File: config.mk
export PLATFORM = sky130hd
export DESIGN_NAME = cr_update_unit
export DESIGN_NICKNAME = d
export VERILOG_FILES = /design/src/rtl/cr_update_unit.sv
export SDC_FILE = /design/constraint.sdc
export NUM_CORES = 1
export LEC_CHECK = 0
export ABC_AREA = 1
export BUFFER_PORTS_ARGS = -buffer_cell sky130_fd_sc_hd__buf_2
export CAP_MARGIN = 25
export CORE_ASPECT_RATIO = 2
export CORE_MARGIN = 3
export CORE_UTILIZATION = 49
export DETAILED_ROUTE_END_ITERATION = 8
export PLACE_DENSITY = 0.86
export SYNTH_ARGS = -nofsm -noshare
export SYNTH_HDL_FRONTEND = slang
export SYNTH_SLANG_ARGS = --single-unit
export TNS_END_PERCENT = 1
File: constraint.sdc
create_clock -name clk -period 2.65 [get_ports clk]
set_clock_uncertainty 0.05 [all_clocks]
set_input_delay 0.265 -clock clk [delete_from_list [all_inputs] [get_ports clk]]
set_output_delay 0.265 -clock clk [all_outputs]
set_load 0.05 [all_outputs]
File: src/rtl/cr_update_unit.sv
module cr_update_unit #(
  parameter int FIELDS = 8,
  parameter int FW     = 4,
  localparam int W     = FIELDS * FW,
  localparam int FIDX  = $clog2(FIELDS),
  localparam int BIDX  = $clog2(W)
) (
  input  logic            clk,
  input  logic            rst_n,
  input  logic            op_valid,
  input  logic [3:0]      op_code,
  input  logic [W-1:0]    opnd_a,
  input  logic [W-1:0]    opnd_b,
  input  logic            cmp_signed,
  input  logic [FIDX-1:0] fld_dst,
  input  logic [FIDX-1:0] fld_src,
  input  logic [BIDX-1:0] bit_t,
  input  logic [BIDX-1:0] bit_a,
  input  logic [BIDX-1:0] bit_b,
  input  logic [FIELDS-1:0] fld_mask,
  input  logic            so_in,
  output logic [W-1:0]    cr_out
);
  localparam logic [3:0] OP_CMP  = 4'd0;
  localparam logic [3:0] OP_AND  = 4'd1;
  localparam logic [3:0] OP_OR   = 4'd2;
  localparam logic [3:0] OP_NAND = 4'd3;
  localparam logic [3:0] OP_XOR  = 4'd4;
  localparam logic [3:0] OP_NOR  = 4'd5;
  localparam logic [3:0] OP_EQV  = 4'd6;
  localparam logic [3:0] OP_ANDC = 4'd7;
  localparam logic [3:0] OP_ORC  = 4'd8;
  localparam logic [3:0] OP_MOVE = 4'd9;
  localparam logic [3:0] OP_MASK = 4'd10;

  localparam logic [BIDX-1:0] BTOP = BIDX'(W - 1);
  localparam logic [FIDX-1:0] FTOP = FIDX'(FIELDS - 1);

  logic [W-1:0]    cr_q, cr_d, mask_x;
  logic [FIDX-1:0] dst_pos, src_pos;
  logic [BIDX-1:0] t_pos, a_pos, b_pos;
  logic [FW-1:0]   src_nib, cmp_nib;
  logic            lt, eq, gt, va, vb, bres;

  assign dst_pos = FTOP - fld_dst;
  assign src_pos = FTOP - fld_src;
  assign t_pos   = BTOP - bit_t;
  assign a_pos   = BTOP - bit_a;
  assign b_pos   = BTOP - bit_b;

  assign eq = (opnd_a == opnd_b);
  assign lt = cmp_signed ? ($signed(opnd_a) < $signed(opnd_b)) : (opnd_a < opnd_b);
  assign gt = !lt && !eq;
  assign cmp_nib = FW'({lt, gt, eq, so_in});

  assign va = cr_q[a_pos];
  assign vb = cr_q[b_pos];

  always_comb begin
    case (op_code)
      OP_AND:  bres = va & vb;
      OP_OR:   bres = va | vb;
      OP_NAND: bres = ~(va & vb);
      OP_XOR:  bres = va ^ vb;
      OP_NOR:  bres = ~(va | vb);
      OP_EQV:  bres = ~(va ^ vb);
      OP_ANDC: bres = va & ~vb;
      OP_ORC:  bres = va | ~vb;
      default: bres = 1'b0;
    endcase
  end

  genvar g;
  generate
    for (g = 0; g < FIELDS; g++) begin : g_mask
      assign mask_x[g*FW +: FW] = {FW{fld_mask[g]}};
    end
  endgenerate

  always_comb begin
    src_nib = '0;
    for (int i = 0; i < FIELDS; i++)
      if (FIDX'(i) == src_pos) src_nib = cr_q[i*FW +: FW];
  end

  always_comb begin
    cr_d = cr_q;
    if (op_valid) begin
      case (op_code)
        OP_CMP: begin
          for (int i = 0; i < FIELDS; i++)
            if (FIDX'(i) == dst_pos) cr_d[i*FW +: FW] = cmp_nib;
        end
        OP_AND, OP_OR, OP_NAND, OP_XOR, OP_NOR, OP_EQV, OP_ANDC, OP_ORC: begin
          for (int j = 0; j < W; j++)
            if (BIDX'(j) == t_pos) cr_d[j] = bres;
        end
        OP_MOVE: begin
          for (int i = 0; i < FIELDS; i++)
            if (FIDX'(i) == dst_pos) cr_d[i*FW +: FW] = src_nib;
        end
        OP_MASK: cr_d = (opnd_a & mask_x) | (cr_q & ~mask_x);
        default: cr_d = cr_q;
      endcase
    end
  end

  always_ff @(posedge clk) begin
    if (!rst_n) cr_q <= '0;
    else        cr_q <= cr_d;
  end

  assign cr_out = cr_q;
endmodule

==> flow_metrics.py <==
metrics = {
    "route": {
        "wl_per_cell_um": 17.1,
        "vias": 6856,
        "routed_wl_mm": 20.3,
        "routed_via_density": 5.78,
        "drc": 0,
        "drtIter0Drc": 550,
        "first_pass_iters": 5,
        "ant_nets": 0,
    },
    "synthesis": {
        "synth_area_per_cell_um2": 5.37,
        "synth_top_area_share": 0.168,
        "synthCells": 885,
        "synthFlopType": "dfxtp_1",
        "synthArstFlopShare": 0,
        "yosysMostFrequentCell": "nand2_1",
        "synth-seq-area-share": 0.135,
        "synthTopCellsByCount": "213 x nand2_1, 158 x inv_1, 116 x a21oi_1",
        "synth.largest_area_cell": "nand2_1",
        "yosysWarnings": 0,
        "synthDistinctLibCells": 34,
        "synth_seq_cells": 32,
        "synth.cell_area_mm2": 0.00475,
        "synth-edff-count": 0,
        "synth_nets": 1023,
        "synthTopCellsByArea": "nand2_1 17%, dfxtp_1 13%, inv_1 12%",
    },
    "global_routing": {
        "grt.overflow.total": 0,
        "grt_pass1_wl_mm": 31.5,
        "antenna_found_initial": 1,
        "grt_use_total": 0.376,
        "first_global_vias": 6435,
        "grt_start_max_net_pins": 33,
    },
    "die": {
        "die_x_um": 75.6,
        "die_h_um": 145,
        "start_util": 0.506,
        "rows": 50,
        "core_mm2": 0.00938,
        "ios": 134,
        "die_area_mm2": 0.0110,
    },
    "sta": {
        "clock.fmax_mhz": 360,
        "setup_ws_ns": -0.127,
        "hold_violations": 0,
        "whs_ns": 0.225,
        "fin_crit_sh": 1.05,
        "worst_pin_slew_ns": 0.607,
        "period_needed_ns": 2.78,
        "slew_headroom": 0.591,
        "rsz0062_at_grt": "yes",
        "slew_viol_final": 0,
        "setup_tns_ns": -1.40,
        "setup_violations": 25,
    },
    "clock_tree": {
        "cts_tree": "built",
        "cts_made_buffers": 5,
        "clock-sinks": 32,
        "cts.hold.buffers_added": 0,
        "cts_root_buf": "clkbuf_16",
        "clockBufferDepth": 2,
        "cts_max_level": 2,
        "clk_pin_slew_worst_paths_ns": 0.06,
        "clock_latency_ns": 0.28,
    },
    "critical_path": {
        "cp_cell_sequence": "inv_4 -> o21ai_2 -> a21oi_1 -> o21ai_1 -> nand2_1 -> o22ai_2 -> inv_2 -> o21ai_4 -> inv_2 -> buf_4 -> ha_1 -> o21ai_1 -> nor2_1 -> nand2_2 -> clkinv_4 -> buf_6 -> o21ai_1 -> a21oi_1 -> nand3_1 -> nand2_1 -> inv_1",
        "arrival_ns": 2.95,
        "critPathKind": "flip-flop to flip-flop",
        "crit_family": "compound AO/OA/AOI/OAI gates",
        "slowest_delay_ns": 0.36,
        "endpoint_kind": "flip-flop",
        "required_ns": 2.82,
        "startpoint_type": "flip-flop",
        "path_common_cell": "o21ai_1",
        "crit_buf_inv": 7,
        "cp_slowest_cell": "dfxtp_4",
        "crit_fanout": 4,
    },
    "pwr": {
        "power_mw": 2.45,
        "p_per_area_mw_per_mm2": 380,
        "ir_worst_vdd_v": 0.000269,
        "p_leak_nw": 3.58,
    },
    "finish": {
        "seqCellArea_um2": 728,
        "layout-drive-gt1-share": 0.283,
        "num-fill-cells": 893,
        "num_antenna_cells": 0,
        "nets": 1220,
        "syn_to_final_growth_pct": 35.9,
        "multi_input_area_mm2": 0.00348,
        "largest_reg_flops": 32,
    },
    "placement": {
        "hpwl_mm": 16.3,
        "routabilityCongestion": 1.02,
        "dp_slack_ns": -0.478,
        "io_buffers": 133,
    },
    "run_status": {
        "outcome": "complete, but fails checks",
        "violations": "negative setup slack",
    },
    "min_path": {
        "hp-class": "input pin to flip-flop",
    },
    "job": {
        "maxCapViolCount": 0,
    },
}
cells in the final DEF (no fill, tap or decap), types with 3 or more instances in the layout:
cell type  count
dfxtp_4       19
clkbuf_16      5
ha_1          34
nand2_2        4
a21oi_1      110
nor2_1        71
buf_4         74
o211ai_1       8
nand3_1       52
nand2_1      213
o21ai_1       27
a211oi_1       4
a21oi_2        6
nand3_2        3
dfxtp_2       13
o21ai_0       74
inv_1        148
nand4_1       12
inv_2         16
buf_2        133
o21ai_2        9
buf_6          4
nor3_1        11
kinds of logic after synthesis:
family,Yosys count,synth area share
DFF,32,0.135
buffers and inverters,191,0.157
adders and majority gates,36,0.0949
and+or+nand+nor,377,0.339
AOI/OAI and AO/OA,249,0.274
final timing paths:
path              startpoint    endpoint  slack, ns  depth (start not counted)
setup / recovery  cr_out[28]   cr_out[7]      -0.13                         21
hold / removal         rst_n  cr_out[23]       0.23                          3
hold reg to reg   cr_out[17]  cr_out[17]       0.51                          2
setup reg to reg  cr_out[28]   cr_out[7]      -0.13                         21
layout make-up:
| class | count | area share |
|---|---|---|
| Multi-Input combinational cell | 662 | 0.539 |
| Timing Repair Buffer | 214 | 0.207 |
| Sequential cell | 32 | 0.113 |
| Inverter | 167 | 0.0987 |
| Clock buffer | 8 | 0.0227 |
| Tap cell | 104 | 0.0202 |
stage by stage:
stage	area, um2	util	std cells
3_5_place_dp	6120	0.652	1175
2_1_floorplan	4850	-	885
4_1_cts	6380	0.680	1186
3_3_place_gp	6120	0.652	1175
6_report	6450	0.688	1187
5_1_grt	6450	0.688	1187
worst min-delay path, stage by stage:
cell and delay [ns]:
buf_2 0.14, nand2_1 0.07, a21oi_1 0.05
per-layer routing:
metal	vias up	GRT usage	share of wire
met5	-	0	0
met3	124	0.0756	0.083
met4	0	0.298	0.10
met1	3027	0.384	0.33
li1	3275	-	-
met2	430	0.625	0.49
where the power goes:
group / switching (mW) / total (mW) / internal, mW
registers: 0.0368 / 0.558 / 0.522
logic: 0.827 / 1.30 / 0.472
clock network: 0.217 / 0.591 / 0.375
repair_timing:
item | 4_1_cts | 5_1_grt
setup buffers | 4 | 1
resized for setup | 40 | 28
pin swaps | 27 | 20
endpoints found under the setup margin | 32 | 32
cloned | 1 | 0
No activity file was read; power rests on OpenSTA's default activity.
